<file path="config.mk">
export PLATFORM = sky130hd
export DESIGN_NAME = pwm_slope_timer
export DESIGN_NICKNAME = d
export VERILOG_FILES = /design/src/rtl/pwm_timer_pkg.sv /design/src/rtl/pwm_prescaler.sv /design/src/rtl/pwm_shadow_reg.sv /design/src/rtl/pwm_ramp_counter.sv /design/src/rtl/pwm_compare_channel.sv /design/src/rtl/pwm_slope_timer.sv
export SDC_FILE = /design/constraint.sdc
export NUM_CORES = 1
export LEC_CHECK = 0
export BUFFER_PORTS_ARGS = -buffer_cell sky130_fd_sc_hd__buf_2
export CAP_MARGIN = 20
export CELL_PAD_IN_SITES_DETAIL_PLACEMENT = 1
export CELL_PAD_IN_SITES_GLOBAL_PLACEMENT = 1
export CORE_MARGIN = 10
export CORE_UTILIZATION = 45
export CTS_CLUSTER_SIZE = 28
export DETAILED_ROUTE_END_ITERATION = 8
export GPL_TIMING_DRIVEN = 0
export PLACE_DENSITY_LB_ADDON = 0.1
export SLEW_MARGIN = 10
export SYNTH_ARGS = -nofsm -noshare
export SYNTH_HDL_FRONTEND = slang
export SYNTH_SLANG_ARGS = --single-unit
export TNS_END_PERCENT = 5
</file>
<file path="constraint.sdc">
create_clock -name clk -period 7.7 [get_ports clk]
set_clock_uncertainty 0.15 [all_clocks]
set_input_delay 1.925 -clock clk [delete_from_list [all_inputs] [get_ports clk]]
set_output_delay 1.925 -clock clk [all_outputs]
set_load 0.005 [all_outputs]
</file>
<file path="src/rtl/pwm_timer_pkg.sv">
// Shared constants, control layout and divider decode for the PWM timer.
// Assumes the divider counter is wide enough for the largest ratio (1024).
package pwm_timer_pkg;

    localparam int PRE_W = 10;
    localparam logic [2:0] MODE_SINGLE = 3'b011;

    // Control word layout, least significant field last.
    typedef struct packed {
        logic [2:0] mode;
        logic       dir;
        logic [2:0] div_sel;
        logic       en;
    } ctrl_t;

    // Low-bit mask whose all-ones state marks a count enable for each divider code.
    function automatic logic [PRE_W-1:0] div_mask(input logic [2:0] sel);
        logic [PRE_W-1:0] m;
        case (sel)
            3'd0:    m = PRE_W'(0);
            3'd1:    m = PRE_W'(1);
            3'd2:    m = PRE_W'(3);
            3'd3:    m = PRE_W'(7);
            3'd4:    m = PRE_W'(15);
            3'd5:    m = PRE_W'(63);
            3'd6:    m = PRE_W'(255);
            default: m = PRE_W'(1023);
        endcase
        return m;
    endfunction

endpackage

</file>
<file path="src/rtl/pwm_prescaler.sv">
// Free-running divider producing a one-cycle count enable.
// Assumes the divider restarts from zero whenever the timer is idle.
module pwm_prescaler
    import pwm_timer_pkg::*;
(
    input  logic       clk,
    input  logic       rst_n,
    input  logic       run,
    input  logic [2:0] div_sel,
    output logic       tick
);

    logic [PRE_W-1:0] pre_q;
    logic [PRE_W-1:0] mask;

    // Decode the divider code into a low-bit mask.
    always_comb mask = div_mask(div_sel);

    // Advance the divider while running, clear it while idle.
    always_ff @(posedge clk) begin
        if (!rst_n)    pre_q <= '0;
        else if (!run) pre_q <= '0;
        else           pre_q <= pre_q + 1'b1;
    end

    assign tick = run && ((pre_q & mask) == mask);

endmodule

</file>
<file path="src/rtl/pwm_shadow_reg.sv">
// Active register with a one-deep shadow and a pending flag.
// A direct write wins over a shadow transfer in the same cycle; a shadow
// transfer happens only on update while the pending flag is set.
module pwm_shadow_reg #(
    parameter int W = 16
) (
    input  logic         clk,
    input  logic         rst_n,
    input  logic         wr_act,
    input  logic         wr_buf,
    input  logic [W-1:0] wdata,
    input  logic         update,
    output logic [W-1:0] act_q,
    output logic [W-1:0] act_nx
);

    logic [W-1:0] buf_q;
    logic         vld_q;

    // Next active value: direct write, pending shadow at update, or hold.
    always_comb begin
        act_nx = act_q;
        if (wr_act)               act_nx = wdata;
        else if (update && vld_q) act_nx = buf_q;
    end

    // Register the active value.
    always_ff @(posedge clk) begin
        if (!rst_n) act_q <= '0;
        else        act_q <= act_nx;
    end

    // Capture shadow writes.
    always_ff @(posedge clk) begin
        if (!rst_n)      buf_q <= '0;
        else if (wr_buf) buf_q <= wdata;
    end

    // Pending flag: set by a shadow write, dropped once applied.
    always_ff @(posedge clk) begin
        if (!rst_n)      vld_q <= 1'b0;
        else if (wr_buf) vld_q <= 1'b1;
        else if (update) vld_q <= 1'b0;
    end

endmodule

</file>
<file path="src/rtl/pwm_ramp_counter.sv">
// Single-direction ramp counter between zero and the period value.
// Counting up, any value at or above the period wraps to zero; counting down,
// zero reloads with the period value in force after the step.
module pwm_ramp_counter #(
    parameter int W = 16
) (
    input  logic         clk,
    input  logic         rst_n,
    input  logic         tick,
    input  logic         dir,
    input  logic [W-1:0] per_q,
    input  logic [W-1:0] per_nx,
    output logic [W-1:0] cnt_q,
    output logic [W-1:0] cnt_nx,
    output logic         wrap
);

    logic at_end;

    // Detect the end of the ramp for the selected direction.
    always_comb at_end = dir ? (cnt_q == '0) : (cnt_q >= per_q);

    assign wrap = tick && at_end;

    // Compute the next count value.
    always_comb begin
        if (!tick)      cnt_nx = cnt_q;
        else if (at_end) cnt_nx = dir ? per_nx : '0;
        else            cnt_nx = dir ? (cnt_q - 1'b1) : (cnt_q + 1'b1);
    end

    // Register the count.
    always_ff @(posedge clk) begin
        if (!rst_n) cnt_q <= '0;
        else        cnt_q <= cnt_nx;
    end

endmodule

</file>
<file path="src/rtl/pwm_compare_channel.sv">
// One waveform channel: raised at the wrap when its compare value is
// non-zero, dropped when the next count equals the compare value.
// Assumes cnt_nx and cmp_nx are the values that hold after the edge.
module pwm_compare_channel #(
    parameter int W = 16
) (
    input  logic         clk,
    input  logic         rst_n,
    input  logic         tick,
    input  logic         wrap,
    input  logic [W-1:0] cnt_nx,
    input  logic [W-1:0] cmp_nx,
    input  logic         run,
    input  logic         ch_en,
    input  logic         ch_pol,
    output logic         pin,
    output logic         match
);

    logic wave_q;
    logic wave_d;

    // Compare the upcoming count with the upcoming compare value.
    always_comb match = tick && (cnt_nx == cmp_nx);

    // Decide the next raw waveform level.
    always_comb begin
        if (wrap)       wave_d = (cmp_nx != '0) && (cnt_nx != cmp_nx);
        else if (match) wave_d = 1'b0;
        else            wave_d = wave_q;
    end

    // Register the raw waveform.
    always_ff @(posedge clk) begin
        if (!rst_n) wave_q <= 1'b0;
        else        wave_q <= wave_d;
    end

    assign pin = ch_en & ((run & wave_q) ^ ch_pol);

endmodule

</file>
<file path="src/rtl/pwm_slope_timer.sv">
// Top of the buffered single-slope PWM timer: register decode, sticky flags,
// and the prescaler, counter, period shadow and per-channel instances.
// Assumes one register write per cycle and 16-bit write data.
module pwm_slope_timer
    import pwm_timer_pkg::*;
#(
    parameter int CNT_W  = 16,
    parameter int NUM_CH = 4,
    parameter int ADDR_W = 4
) (
    input  logic              clk,
    input  logic              rst_n,
    input  logic              wr_en,
    input  logic [ADDR_W-1:0] wr_addr,
    input  logic [CNT_W-1:0]  wr_data,
    output logic [NUM_CH-1:0] wave_o,
    output logic [CNT_W-1:0]  count_o,
    output logic              ovf_flag_o,
    output logic [NUM_CH-1:0] cmp_flag_o,
    output logic              irq_o
);

    localparam int A_CTRL    = 0;
    localparam int A_PER     = 1;
    localparam int A_PER_BUF = 2;
    localparam int A_CMP0    = 3;
    localparam int A_CBUF0   = A_CMP0 + NUM_CH;
    localparam int A_OUTCFG  = A_CBUF0 + NUM_CH;
    localparam int A_IRQEN   = A_OUTCFG + 1;
    localparam int A_FLAGCLR = A_IRQEN + 1;
    localparam int FLAG_W    = NUM_CH + 1;

    ctrl_t              ctrl_q;
    logic [NUM_CH-1:0]  ch_en_q;
    logic [NUM_CH-1:0]  ch_pol_q;
    logic [FLAG_W-1:0]  irq_en_q;
    logic [FLAG_W-1:0]  flag_q;
    logic [FLAG_W-1:0]  flag_clr;
    logic [FLAG_W-1:0]  flag_set;
    logic               run;
    logic               tick;
    logic               wrap;
    logic [CNT_W-1:0]   per_q;
    logic [CNT_W-1:0]   per_nx;
    logic [CNT_W-1:0]   cnt_q;
    logic [CNT_W-1:0]   cnt_nx;
    logic [NUM_CH-1:0]  match;
    logic [CNT_W-1:0]   cmp_nx [NUM_CH];
    logic [CNT_W-1:0]   unused_cmp_q [NUM_CH];

    // Control register write.
    always_ff @(posedge clk) begin
        if (!rst_n)
            ctrl_q <= '0;
        else if (wr_en && wr_addr == ADDR_W'(A_CTRL))
            ctrl_q <= ctrl_t'(wr_data[7:0]);
    end

    // Output enable and polarity register write.
    always_ff @(posedge clk) begin
        if (!rst_n) begin
            ch_en_q  <= '0;
            ch_pol_q <= '0;
        end else if (wr_en && wr_addr == ADDR_W'(A_OUTCFG)) begin
            ch_en_q  <= wr_data[NUM_CH-1:0];
            ch_pol_q <= wr_data[2*NUM_CH-1:NUM_CH];
        end
    end

    // Interrupt enable register write.
    always_ff @(posedge clk) begin
        if (!rst_n)
            irq_en_q <= '0;
        else if (wr_en && wr_addr == ADDR_W'(A_IRQEN))
            irq_en_q <= wr_data[FLAG_W-1:0];
    end

    // Write-one-to-clear mask and new events for the flags.
    always_comb begin
        flag_clr = (wr_en && wr_addr == ADDR_W'(A_FLAGCLR)) ? wr_data[FLAG_W-1:0] : '0;
        flag_set = {match, wrap};
    end

    // Sticky flags; a new event wins over a clear in the same cycle.
    always_ff @(posedge clk) begin
        if (!rst_n) flag_q <= '0;
        else        flag_q <= (flag_q & ~flag_clr) | flag_set;
    end

    assign run = ctrl_q.en && (ctrl_q.mode == MODE_SINGLE);

    pwm_prescaler u_pre (
        .clk     (clk),
        .rst_n   (rst_n),
        .run     (run),
        .div_sel (ctrl_q.div_sel),
        .tick    (tick)
    );

    pwm_shadow_reg #(.W(CNT_W)) u_per (
        .clk    (clk),
        .rst_n  (rst_n),
        .wr_act (wr_en && wr_addr == ADDR_W'(A_PER)),
        .wr_buf (wr_en && wr_addr == ADDR_W'(A_PER_BUF)),
        .wdata  (wr_data),
        .update (wrap),
        .act_q  (per_q),
        .act_nx (per_nx)
    );

    pwm_ramp_counter #(.W(CNT_W)) u_cnt (
        .clk    (clk),
        .rst_n  (rst_n),
        .tick   (tick),
        .dir    (ctrl_q.dir),
        .per_q  (per_q),
        .per_nx (per_nx),
        .cnt_q  (cnt_q),
        .cnt_nx (cnt_nx),
        .wrap   (wrap)
    );

    for (genvar i = 0; i < NUM_CH; i++) begin : g_ch
        pwm_shadow_reg #(.W(CNT_W)) u_cmp (
            .clk    (clk),
            .rst_n  (rst_n),
            .wr_act (wr_en && wr_addr == ADDR_W'(A_CMP0 + i)),
            .wr_buf (wr_en && wr_addr == ADDR_W'(A_CBUF0 + i)),
            .wdata  (wr_data),
            .update (wrap),
            .act_q  (unused_cmp_q[i]),
            .act_nx (cmp_nx[i])
        );

        pwm_compare_channel #(.W(CNT_W)) u_chan (
            .clk    (clk),
            .rst_n  (rst_n),
            .tick   (tick),
            .wrap   (wrap),
            .cnt_nx (cnt_nx),
            .cmp_nx (cmp_nx[i]),
            .run    (run),
            .ch_en  (ch_en_q[i]),
            .ch_pol (ch_pol_q[i]),
            .pin    (wave_o[i]),
            .match  (match[i])
        );
    end

    assign count_o    = cnt_q;
    assign ovf_flag_o = flag_q[0];
    assign cmp_flag_o = flag_q[FLAG_W-1:1];
    assign irq_o      = |(flag_q & irq_en_q);

endmodule

</file>
# After elaboration in Yosys (flattened, before gate mapping)
# Index checks and enable logic that the tools add are counted.
totals:
  inputBits: 23
  out_inout_bits: 26
  regBits: 221
  word_cells: 158
classes:
  n_mux: 31
  n_bitwise: 17
  eq_ne: 29
  reduce_logical: 48
  addsub: 3
  order_cmp: 1
ops:
  columns: ["operator", "n"]
  rows:
  - ["16-bit 2-to-1 mux", 14]
  - ["10-bit one-hot mux with 7 select lines", 1]
  - ["16-bit == test", 4]
  - ["16-bit != test", 4]
  - ["16-bit nonzero test", 4]
  - ["1-bit logical AND", 30]
  - ["4-bit == test, second input constant", 6]
  - ["2-bit nonzero test", 9]
  - ["16-bit by 1-bit adder with 16-bit output, second input constant", 1]
  - ["4-bit by 3-bit == test with 1-bit output, second input constant", 4]
  - ["16-bit >= comparator", 1]
  - ["16-bit logical NOT", 1]
  - ["16-bit by 1-bit subtractor with 16-bit output, second input constant", 1]
  - ["1-bit 2-to-1 mux", 15]
  - ["10-bit by 1-bit adder with 10-bit output, second input constant", 1]
  - ["10-bit AND", 1]
  - ["5-bit AND", 2]
  - ["10-bit == test", 1]
  - ["3-bit by 2-bit == test with 1-bit output, second input constant", 3]
  - ["3-bit == test, second input constant", 3]
  - ["1-bit AND", 8]
  - ["4-bit by 2-bit == test with 1-bit output, second input constant", 2]
  - ["5-bit 2-to-1 mux", 1]
  - ["5-bit NOT", 1]
  - ["8 further kinds", 11]

# Depth between registers and ports, before layout
# Gate-level depths: netlist (run 1).
depth:
  ltp_word: 16
  depth_mapped: 16

# Modules after synthesis
# From an unflattened synthesis (run 1), not the netlist that was laid out.
unflattened:
  hier_cells: 1423
  hier_area_um2: 13917.1
by_module_without_submodules:
  columns: ["mod", "cells_per_inst", "area_each_um2", "n_inst"]
  rows:
  - ["pwm_shadow_reg", 163, 1814.2, 5]
  - ["pwm_ramp_counter", 293, 2148.3, 1]
  - ["pwm_compare_channel", 35, 284.0, 4]
  - ["pwm_slope_timer", 123, 1111.1, 1]
  - ["pwm_prescaler", 52, 450.4, 1]

# Worst setup path after synthesis (run 1)
# No wires, ideal clock.
synth_timing:
  path_type: "input to register"
  start: "in wr_addr[3]"
  end: "reg g_ch[2].u_chan.wave_q"
  setup_ps: 136
  arrival_time_ps: 4325
  n_path_buf: 1
  setup_slack_ps: 3089
  required_time_ps: 7414
  cell_stages: 13
  cell_sequence: "or3b_2 -> nor2_1 -> clkbuf_1 -> nand2_1 -> a31oi_1 -> o21ai_0 -> o21ai_1 -> xor2_1 -> nand2_1 -> nor4_1 -> nand4_1 -> o311ai_0 -> a31oi_1"
synth_via:
  elab_chain_len: 9
synth_rtl:
  columns: ["element", "line", "rtl"]
  rows:
  - ["from (decl)", "pwm_slope_timer.sv:14", "input logic [ADDR_W-1:0] wr_addr,"]
  - ["4-bit by 1-bit == test with 1-bit output", "pwm_slope_timer.sv:103", ".wr_act (wr_en && wr_addr == ADDR_W'(A_PER)),"]
  - ["1-bit logical AND", "pwm_slope_timer.sv:103", null]
  - ["16-bit 2-to-1 mux", "pwm_shadow_reg.sv:23", "if (wr_act) act_nx = wdata;"]
  - ["16-bit 2-to-1 mux (2 in series)", "pwm_ramp_counter.sv:28", "else if (at_end) cnt_nx = dir ? per_nx : '0;"]
  - ["16-bit 2-to-1 mux", "pwm_ramp_counter.sv:27", "if (!tick) cnt_nx = cnt_q;"]
  - ["16-bit != test / 16-bit == test (equally long branches)", "pwm_compare_channel.sv:28, pwm_compare_channel.sv:24", null]
  - ["1-bit logical AND (on tied branches)", "pwm_compare_channel.sv:28, pwm_compare_channel.sv:24", null]
  - ["1-bit 2-to-1 mux / 2-bit nonzero test (equally long branches)", null, null]
  - ["to (signal assigned)", "pwm_compare_channel.sv:36", "else wave_q <= wave_d;"]
  - ["to (decl)", "pwm_compare_channel.sv:20", "logic wave_q;"]
# Parallel ways exist; a longest one is shown, timed or not.
# A chain may end at the register's enable or synchronous reset.

# Worst setup path in the final report (run 1)
layout_timing:
  start: "in wr_addr[0]"
  end: "reg flag_q[1]"
layout_via:
  elab_chain_len: 9
layout_rtl:
  columns: ["element", "line", "rtl"]
  rows:
  - ["4-bit by 1-bit == test with 1-bit output", "pwm_slope_timer.sv:103", null]
  - ["1-bit logical AND", "pwm_slope_timer.sv:103", null]
  - ["16-bit 2-to-1 mux", "pwm_shadow_reg.sv:23", null]
  - ["16-bit 2-to-1 mux (2 in series)", "pwm_ramp_counter.sv:28", null]
  - ["16-bit 2-to-1 mux", "pwm_ramp_counter.sv:27", null]
  - ["16-bit == test", "pwm_compare_channel.sv:24", "always_comb match = tick && (cnt_nx == cmp_nx);"]
  - ["1-bit logical AND", "pwm_compare_channel.sv:24", null]
  - ["5-bit bitwise OR *", "pwm_slope_timer.sv:87", "else flag_q <= (flag_q & ~flag_clr) | flag_set;"]
  - ["to (signal assigned)", "pwm_slope_timer.sv:87", null]
  - ["to (decl)", "pwm_slope_timer.sv:37", "logic [FLAG_W-1:0] flag_q;"]
# Every way passes the cells marked *; elsewhere a longest branch is shown, timed or not.

==> results summary, run 1 <==
The run finished with clean final reports. The Yosys warning count is 0. The HPWL after detailed placement is 32000 um.

The first-pass iteration count of the detailed router is 5. The slew of the pin with the lowest slew margin came out at 1170 ps. In this run the worst hold path is classified as flop to flop.

The count of vias placed by the detailed router came out at 11100. The worst setup path is captured at a flop. The launch instance of the worst register-to-register path is ctrl_q[4].

The signal on the critical path passes through buf_2 > clkbuf_1 > nor2b_1 > nand2_1 > clkbuf_1 > a21oi_1 > a31oi_1 > a21oi_1 > xor2_1 > nor4_1 > nand4_1 > nor4_1 > o21a_1. The clock-pin slew reported for the worst setup and hold paths after clock tree synthesis came out at 60 ps. The fraction of final layout cells sized beyond drive strength 1 came out at 8.08%.

The TritonCTS buffer count is 26. Leaving out fill and tap cells, the most frequent cells in the layout are 240 x nand2_1, 221 x dfxtp_1, 192 x a21oi_1, 139 x nor2_1, 89 x clkbuf_1. The worst slew margin relative to its limit came out at 22.3%.

For the worst flop-to-flop path, the logic depth is 14. After layout, the worst path uses 75.2% of the clock period. In this run the worst setup path terminates at flag_q[1]. The final wirelength came out at 44800 um.

The DRC violation count after routing is 0. Setup repair after global routing left no endpoint under its margin. The number of nets in the layout is 1570.

In this run the number of H-tree levels came out at 1. The commonest non-fill, non-tap cell in the layout is nand2_1. The number of hold buffers added after CTS was 0. The synthesized design contains 221 register bits.

The number of flops mapped to enable cells by yosys is 0. The I/O pin count is 49. In the post-synthesis netlist, the biggest area contributors are dfxtp_1 39%, a21oi_1 8.4%, nand2_1 7.8%. The number of distinct library cells after synthesis is 79. The total leakage power is 5.33 nW. The sequential cell area fraction in the yosys report is 38.5%. The critical path startpoint is wr_addr[0]. The synthesized design spends more area on one cell type than any other, namely dfxtp_1. The maximum frequency from static timing analysis is 0.173 GHz.

The root buffer cell is clkbuf_16. The detailed router finished its first iteration with 780 violations. The setup check on the worst reg-to-reg path leaves a slack of 1990 ps. The area after detailed placement is 12100 um^2.

The global-route wire length before repair came out at 68000 um. The slowest stage of the critical path is the a21oi_1 cell. In the final routed layout, each cell accounts on average for 24.0 um.

The maximum vdd ir drop came out at 165 uV. The width of the die came out at 180 um. TritonCTS built the clock tree. The share of the synthesized area in the top cell type is 38.5%. The initial antenna violation count came out at 0.

The total of buffers placed on input and output ports is 42. From synthesis to final layout, the design area changed by 13.1%. The stage delay of the slowest cell on the critical path is 950 ps. The clock reaches the later pin of the worst-skew pair after 540 ps. The total area inside the core boundary comes to 25200 um^2. The synthesized cell area came out at 11500 um^2.

Dividing the detail-routed via count by the number of cells gives 5.96. The path type of the worst setup path is input port to flop. The required time reported for the critical path endpoint is 8040 ps. The power density over the cells came out at 202 nW/um^2.

The total of fill cells in the finished design is 3094. The number of clock sinks came out at 221. The die covers 32300 um^2.

The number of violations of the max-capacitance limit is 0. The total of cells resized after clock tree synthesis came out at 0. The number of max-slew violations in the final report is 0. The synthesized net count came out at 1499. The die extent in y came out at 180 um. The number of buffers between clock root and the deepest sink is 3. The repair_antennas step left the layout with diodes totalling 0. Global routing used 26.6% of the available tracks across all layers. Entering global routing, the biggest net connects 17 pins.

The endpoint identified for the worst register-to-register timing path is flag_q[1]. Once the clock tree was built, the setup fixing pass inserted 0 buffers. The via count of the first global-routing pass came to 11300. The average instance in the mapped netlist occupies 7.95 um^2.

The post-synthesis async set-or-reset flop share is 0%. In this run the worst path has a maximum fanout of 10. The number of endpoints with negative hold slack in the final report was 0. The worst setup path is launched from an input port. The final weighted congestion of routability-driven global placement is 0.928. The initial standard-cell utilization of the core came out at 45.6%. Once layout is done, the placed cells without fillers occupy 13000 um^2. The minimum clock period after layout is 5790 ps. The top flip-flop cell by instance count after synthesis is dfxtp_1. The number of antenna-violating nets in the routed design is 0. The total negative setup slack came out at 0 ps. The critical path arrival came out at 6130 ps.

The floorplan has 58 rows. Summed over all layers, the global routing overflow is 0. The number of endpoints failing setup at the final stage came out at 0. Synthesis handed over a netlist of 1444 instances. Total power for the finished layout comes to 2.63 mW.
## worst min-delay path by stage
stage                                  startpoint                 endpoint  depth (start not counted)
after global placement            u_per.buf_q[10]          u_per.buf_q[10]                          2
after CTS                  g_ch[0].u_cmp.buf_q[0]   g_ch[0].u_cmp.buf_q[0]                          2
after detailed placement   g_ch[3].u_cmp.buf_q[8]   g_ch[3].u_cmp.buf_q[8]                          2
final                     g_ch[2].u_cmp.buf_q[10]  g_ch[2].u_cmp.buf_q[10]                          2
after global routing       g_ch[0].u_cmp.buf_q[0]   g_ch[0].u_cmp.buf_q[0]                          2
after floorplan            g_ch[0].u_cmp.buf_q[0]   g_ch[0].u_cmp.buf_q[0]                          2
## sequential cells by signal, summed over array words and instances, names as in the netlist
name / count
ch_en_q: 4
g_ch.u_cmp.buf_q: 64
ch_pol_q: 4
g_ch.u_chan.wave_q: 4
u_per.act_q: 16
g_ch.u_cmp.vld_q: 4
u_pre.pre_q: 10
ctrl_q: 8
irq_en_q: 5
u_per.vld_q: 1
g_ch.u_cmp.act_q: 64
u_cnt.cnt_q: 16
flag_q: 5
u_per.buf_q: 16
## per-stage QoR
step	worst slack [ps]	hold WS [ps]	instances	util, %
4_1_cts	2110	308	1864	51.6
3_3_place_gp	1630	294	1816	48.1
5_1_grt	1930	325	1864	51.6
2_1_floorplan	3090	286	1444	-
6_report	1910	306	1864	51.6
3_5_place_dp	1590	300	1817	48.1
## power by group
group,internal [mW],switching (mW)
Sequential,1.16,0.00831
Clock,0.763,0.501
Combinational,0.0531,0.143
## cell families (layout without fill, tap and decap cells)
| group | count (synthesis) | in the layout | synth area share, % |
|---|---|---|---|
| muxes | 74 | 74 | 6.46 |
| and+or+nand+nor | 583 | 583 | 23.5 |
| adders and majority gates | 32 | 32 | 3.55 |
| DFF | 221 | 221 | 38.5 |
| buffers and inverters | 126 | 216 | 4.51 |
| xor gates and xnor gates | 84 | 84 | 6.41 |
| AOI/OAI and AO/OA | 324 | 324 | 17.0 |
## Yosys cell counts (25+ instances only)
cell        n
a21oi_1   192
and2_1     69
clkbuf_1   83
dfxtp_1   221
ha_1       31
inv_1      28
mux2i_1    73
nand2_1   240
nand3_1    32
nor2_1    139
nor4_1     25
o21ai_0    38
xnor2_1    37
xor2_1     47
## area by class of cell
class | instances | area, um^2 | share of cell area (%)
clock inverters | 8 | 90.1 | 0.694
plain buffers | 97 | 409 | 3.15
clock buffers | 39 | 781 | 6.01
inverters | 29 | 109 | 0.838
flip-flops and latches | 221 | 4420 | 34.1
repair buffers | 43 | 215 | 1.66
multi-input cells | 1097 | 6540 | 50.4
well taps | 330 | 413 | 3.18
## layer usage
layer / global-route usage [%] / vias to the layer above / share of wire (%)
met5: 0 / - / 0
met4: 11.3 / 0 / 4.7
met3: 3.80 / 113 / 6.2
met2: 44.3 / 354 / 47
met1: 33.6 / 5529 / 42
li1: - / 5111 / -
## critical path, delay by kind of cell
kind	cells	cell delay, ps
simple gates	5	1660
compound gates	4	1610
xor+xnor	1	150
buf+inv	3	760
(Power assumes the default switching activity.)
==> run 2, diff against run 1 <==
- CORE_UTILIZATION: 45 -> 42
- clock period: 7.7 -> 5.15 ns (I/O delays scaled with it)
==> run 2 against run 1 <==
Against the previous run:
- die area rose by 6.3%
- final cell count rose by 0.75%
- worst hold slack barely moved
- via count fell by 0.84%
- combinational power rose by 51%
- total power rose by 51%
- clock-buffer cell count fell by 2
- critical path depth rose by 1
- setup slack got worse by 1800 ps
- clock power rose by 53%
- largest cell class unchanged
==> results summary, run 2 (same netlist as run 1, synthesis figures left out) <==
The flow ran to the end, and the final reports show no timing, DRC or antenna violations. The detail-routed via count per cell is 5.86. For the worst-skew pair, the clock arrives at the later sink with an insertion delay of 550 ps. The worst slew margin relative to its limit came out at 20.1%. The worst setup path is launched from a flop. The number of max-slew violations in the final report came out at 0. The number of nets in the layout came out at 1575. The final layout contains routed wiring with a total length of 45800 um.

The number of violations of the max-capacitance limit came out at 0. Global routing used 26.4% of the available tracks. In this run the worst hold path is classified as flop to flop. The number of buffers between clock root and the deepest sink is 3. The critical path arrival came out at 5350 ps. Counting the buffers created by CTS gives 27. For this run the aggregate overflow at the end of global routing stands at 0. OpenSTA, run right after detailed placement, puts the worst setup slack at -308 ps. The total of fill cells in the finished design is 3343.

The final weighted congestion of routability-driven global placement came out at 0.909. The first-pass iteration count of the detailed router came out at 5. Port buffering added 42 buffers. The final antenna diode count is 0. Measured along the y axis, the die boundary spans 185 um. The die is 185 um wide. The number of stages on the worst hold path is 2.

The number of clock sinks is 221. The pin count of the biggest net entering global routing is 17. For the pin with the worst max-slew slack, the measured transition is 1200 ps.

Setup repair after global routing left no endpoint under its margin. The number of endpoints failing setup at the final stage is 0. The final core area utilization came out at 48.4%. Summing over every cut layer, the via total after detailed routing is 11000.

The core region is 27000 um^2. The clock-pin slew reported for the worst setup and hold paths after clock tree synthesis is 60 ps. The root buffer cell chosen for the clock tree is clkbuf_16. The total leakage power is 5.36 nW. The design draws 3.97 mW. Row generation in the floorplan step produced 60 rows. The initial utilization of the core area, before any placement, comes to 42.6%.

The number of DRC markers in iteration 0 came out at 752. STA classifies the critical path endpoint as a flop. The number of endpoints with negative hold slack in the final report is 0. The largest registers in the layout are g_ch.u_cmp.act_q: 64 flops, g_ch.u_cmp.buf_q: 64 flops. 49 I/O pins were placed. The via count of the first global-routing pass came out at 11100. The die covers 34400 um^2. Of the cells placed in the final design, the portion with a size suffix greater than 1 is 8.46%. The number of H-tree branching levels is 1.

The routed length per instance is 24.4 um. The global-route wire length before repair is 69000 um. The DRC violation count after routing is 0. The maximum frequency from static timing analysis came out at 0.199 GHz. The detailed-placement wirelength estimate is 32600 um. The area growth from synthesis to final layout is 13.6%. The commonest non-fill, non-tap cell in the layout is nand2_1. The final setup slack of the worst path came out at 135 ps. The library cells used most frequently in the layout, excluding fill and tap cells, are 240 x nand2_1, 220 x dfxtp_1, 191 x a21oi_1, 139 x nor2_1, 89 x clkbuf_1. The initial antenna violation count is 0. The final critical path takes up 97.4% of the cycle. The largest driver fanout on the critical path is 5. The number of cell instances on the worst register-to-register path came out at 14. The clock tree from TritonCTS is done. The minimum clock period after layout came out at 5010 ps. IR analysis of the VDD net gives a maximum drop of 249 uV. The required time reported for the critical path endpoint is 5490 ps. The setup path with the least slack is of type flop to flop.

In this run the remaining antenna-violating nets after routing total 0. The power density over the cells came out at 304 nW/um^2.
==> run 2: cell types whose count changed in the layout (fill, tap and decap cells not counted), sizes merged <==
cell / delta
bufinv: +1
clkbuf: -2
clkinv: -1
buf: +4
inv: +1
==> run 2: critical path, cell delays in order, from the launching register on <==
cell	delay (ps)
dfxtp_1	400
ha_1	350
nand4_1	180
or3_1	410
a221o_1	380
a311oi_4	280
a31oi_1	170
a211oi_1	380
or2_1	160
clkbuf_1	620
xor2_1	150
nor4_1	340
nand4_1	220
nor4_1	550
o21a_1	220
==> run 2: stage by stage <==
step                      setup TNS (ps)  hold WS [ps]  instances  cell area, um^2
final                                  0           306       1878            13100
after global routing                   0           328       1878            13100
after CTS                              0           307       1878            13000
after detailed placement           -1070           300       1828            12100
after global placement              -634           295       1827            12100
after floorplan                        0           286       1444            11500
==> run 2: repair_timing <==
action                                  4_1_cts  5_1_grt
gates resized for setup                       1        3
pin swaps                                     1        0
buffers inserted                              4        0
endpoints found under the setup margin        7        7
hold buffers                                  0        0
==> run 2: where the power goes <==
part / switching [mW] / internal, mW / leakage, nW
combinational: 0.216 / 0.0797 / 3.14
sequential: 0.0125 / 1.73 / 1.79
clock: 0.768 / 1.16 / 0.435
total: 0.996 / 2.98 / 5.36
==> run 2: layout make-up <==
cell class              instances  area, um^2  share of cell area [%]
clock buffers                  37         753                    5.77
repair buffers                 47         245                    1.88
well taps                     341         427                    3.27
flip-flops and latches        221        4430                    33.9
multi-input cells            1097        6560                    50.3
plain buffers                  97         409                    3.13
clock inverters                 9         124                   0.949
inverters                      29         109                   0.834
==> run 2: metal layers <==
metal | routed length, um | vias to the layer above | global-route usage (%) | share of wire (%)
met2 | 21700 | 274 | 44.8 | 47
met1 | 20300 | 5532 | 33.9 | 44
met5 | 0 | - | 0 | 0
li1 | - | 5122 | - | -
met4 | 1760 | 0 | 9.20 | 3.9
met3 | 2030 | 86 | 2.82 | 4.4
==> run 2: final timing paths <==
check | to | slack (ps) | startpoint
hold / removal | g_ch[2].u_cmp.buf_q[10] | 310 | g_ch[2].u_cmp.buf_q[10]
setup reg to reg | flag_q[1] | 140 | u_cnt.cnt_q[10]
hold reg to reg | g_ch[2].u_cmp.buf_q[10] | 310 | g_ch[2].u_cmp.buf_q[10]
setup / recovery | flag_q[1] | 140 | u_cnt.cnt_q[10]
==> run 3, diff against run 2 <==
- SETUP_SLACK_MARGIN: not set -> 0.2
==> run 3 against run 2 <==
Against the previous run:
- core utilization increased by 0.060 points
- critical path depth up 1
- maximum frequency rose by 1.7%
- clock-buffer cell count unchanged
- worst hold slack barely moved
- final area up 0.12%
- first-iteration DRC count fell by 5.1%
- sequential share of layout area is essentially flat
- register-to-register slack improved by 80 ps
- via count is 0.20% lower
- final cell count unchanged
- largest power group unchanged
- total power grew 0.18%
==> results summary, run 3 (same netlist as run 1, synthesis figures left out) <==
No sink is reached through more buffers than the 3 on the longest clock path. The cell with the biggest individual delay on the critical path is o31ai_2. The worst min-delay path category is flop to flop. In this run the critical register-to-register path is launched from u_cnt.cnt_q[10]. The run finished with clean final reports. The total of fill cells in the finished design came out at 3343.

The worst min-delay path startpoint is g_ch[2].u_cmp.buf_q[10]. The number of cell instances on the worst register-to-register path is 15. The number of stages on the worst hold path is 2.

The number of max-slew violations in the final report was 0. The initialized floorplan defines 60 standard-cell rows. During placement, the flow inserted port buffers numbering 42. The maximum vdd ir drop came out at 250 uV. The stage delay of the slowest cell on the critical path came out at 790 ps. The total die area is 34400 um^2. The core footprint is 27000 um^2. The count of vias placed by the detailed router is 11000. The final weighted congestion of routability-driven global placement came out at 0.909. The I/O pin count is 49. The number of antenna-violating nets in the routed design came out at 0. The critical path launch point type is a flop. The final wirelength is 45900 um. The overall power of the completed layout is 3.98 mW. The aggregate global routing overflow came out at 0. Across the run, the number of max-cap violations was 0. At the pin with the least slew margin, the transition time is 1210 ps. The number of clock sinks is 221.

The largest driver fanout on the critical path came out at 5. Excluding fillers, the count of instances in the completed layout stands at 1878. The clock tree from TritonCTS is done. The critical path goes through ha_1 > nand4_1 > or3_1 > a221o_1 > a311oi_4 > buf_4 > buf_4 > a31o_2 > a21oi_1 > o31ai_2 > xnor2_1 > nand4_1 > nor4_1 > nand4_1 > a21oi_1. The endpoint identified for the worst register-to-register timing path is flag_q[2]. After clock tree synthesis, the clock-pin slew on the worst setup and hold paths is 60 ps. The path type of the worst setup path is flop to flop. The setup slack after placement came out at -308 ps. After layout, the minimum clock period comes to 4930 ps.

The first TritonRoute pass finished after 5 iterations. The width of the die came out at 185 um. The root buffer cell chosen for the clock tree is clkbuf_16.

After detailed placement, the design holds a cell count of 1828. The largest registers in the layout are g_ch.u_cmp.act_q: 64 flops, g_ch.u_cmp.buf_q: 64 flops. The overall track demand over capacity in global routing came out at 26.4%. The die extent in y came out at 185 um. In this run the static leakage power is 5.36 nW. The area growth from synthesis to final layout is 13.8%.

After the last flow step, the layout net total stands at 1575. The pin count of the biggest net entering global routing came out at 17. The library cells used most frequently in the layout, excluding fill and tap cells, are 240 x nand2_1, 220 x dfxtp_1, 191 x a21oi_1, 139 x nor2_1, 88 x clkbuf_1. The source-to-sink clock delay at the later pin of the worst-skew pair came out at 550 ps. The number of buffers and inverters on the critical path is 2. The required time reported for the critical path endpoint came out at 5470 ps.

The via count of the first global-routing pass is 11100. The area of the multi-input gates came out at 6570 um^2. The routed length per instance came out at 24.4 um.

The final setup slack of the worst path is 220 ps. In this run the power density over the cells is 305 nW/um^2. The initial standard-cell utilization of the core is 42.6%. The DRC violation count after routing is 0.

The most numerous cell type found on the critical path is nand4_1. The number of hold buffers added after CTS was 0. The maximum frequency from static timing analysis came out at 0.203 GHz.

The commonest non-fill, non-tap cell in the layout is nand2_1. The TritonCTS buffer count is 27. The final antenna diode count is 0. The number of endpoints with negative hold slack in the final report is 0. The register-to-register setup slack is 220 ps. The fraction of final layout cells sized beyond drive strength 1 is 8.59%. The global-route wire length before repair came out at 69000 um. The number of H-tree branching levels is 1. The number of DRC markers in iteration 0 came out at 714. Setup violations remaining at the end of the flow were counted as 0. The initial antenna violation count came to 0. The area occupied by registers came out at 4430 um^2. Setup repair after global routing could not meet its margin everywhere. In the finished design, the share of the clock period the worst path needs comes to 95.7%. The element type at the critical path end is a flop.

Dividing the detail-routed via count by the number of cells gives 5.85. Grouping stages by cell kind, the critical path spends the most delay in compound AO/OA/AOI/OAI gates. Detailed placement finished with a half-perimeter wire length of 32600 um. The critical path arrival is 5250 ps.

The path with the worst hold slack has its endpoint at g_ch[2].u_cmp.buf_q[10]. The total negative setup slack is 0 ps. Headroom to the max-slew limit came out at 19.4%.
-- run 3: changes by cell type in the layout (fill, tap and decap cells not counted) --
cell and change:
nor4_2 +1, nor4_1 -1, a31oi_2 -1, a31oi_4 +1, clkbuf_1 -1, clkbuf_2 +1
-- run 3: timing repair --
| item | 4_1_cts | 5_1_grt |
|---|---|---|
| pin swaps | 2 | 0 |
| buffers inserted | 4 | 0 |
| resized for setup | 4 | 4 |
| setup endpoints to repair | 8 | 7 |
-- run 3: cell type report --
cell class	count	share of cell area (%)
multi-input cells	1097	50.3
flip-flops and latches	221	33.9
clock buffers	37	5.76
well taps	341	3.27
plain buffers	97	3.14
repair buffers	47	1.88
clock inverters	9	0.948
inverters	29	0.833
-- run 3: worst max path at each step --
stage                                        to             from  cells past startpoint  slack (ps)
final                                 flag_q[2]  u_cnt.cnt_q[10]                     15         220
after global routing                  flag_q[2]  u_cnt.cnt_q[10]                     16          80
after CTS                             flag_q[2]  u_cnt.cnt_q[10]                     15         180
after detailed placement              flag_q[1]  u_cnt.cnt_q[10]                     14        -310
after global placement                flag_q[1]       wr_addr[0]                     13        -250
after floorplan           g_ch[2].u_chan.wave_q       wr_addr[3]                     13        1180
-- run 3: through the flow --
stage	utilization, %	instance area, um^2	hold WS, ps
6_report	48.5	13100	306
5_1_grt	48.5	13100	328
4_1_cts	48.4	13100	307
3_5_place_dp	45.0	12100	300
3_3_place_gp	45.0	12100	295
2_1_floorplan	-	11500	286
-- run 3: layer usage --
| layer | global-route usage [%] | wire [um] | vias to the layer above |
|---|---|---|---|
| li1 | - | - | 5121 |
| met5 | 0 | 0 | - |
| met3 | 2.80 | 2030 | 80 |
| met4 | 9.20 | 1690 | 0 |
| met1 | 33.9 | 20300 | 5507 |
| met2 | 44.8 | 21800 | 284 |
-- run 3: where the power goes --
part | total, mW | internal [mW] | switching, mW
Combinational | 0.297 | 0.0801 | 0.217
Sequential | 1.75 | 1.73 | 0.0125
Clock | 1.94 | 1.16 | 0.773
Total | 3.98 | 2.98 | 1.00
-- run 3: worst reg2reg max path, cell delays in order (launching register included) --
cell,delay (ps)
dfxtp_1,410
ha_1,350
nand4_1,170
or3_1,400
a221o_1,380
a311oi_4,280
buf_4,220
buf_4,150
a31o_2,170
a21oi_1,60
o31ai_2,790
xnor2_1,210
nand4_1,120
nor4_1,380
nand4_1,370
a21oi_1,250
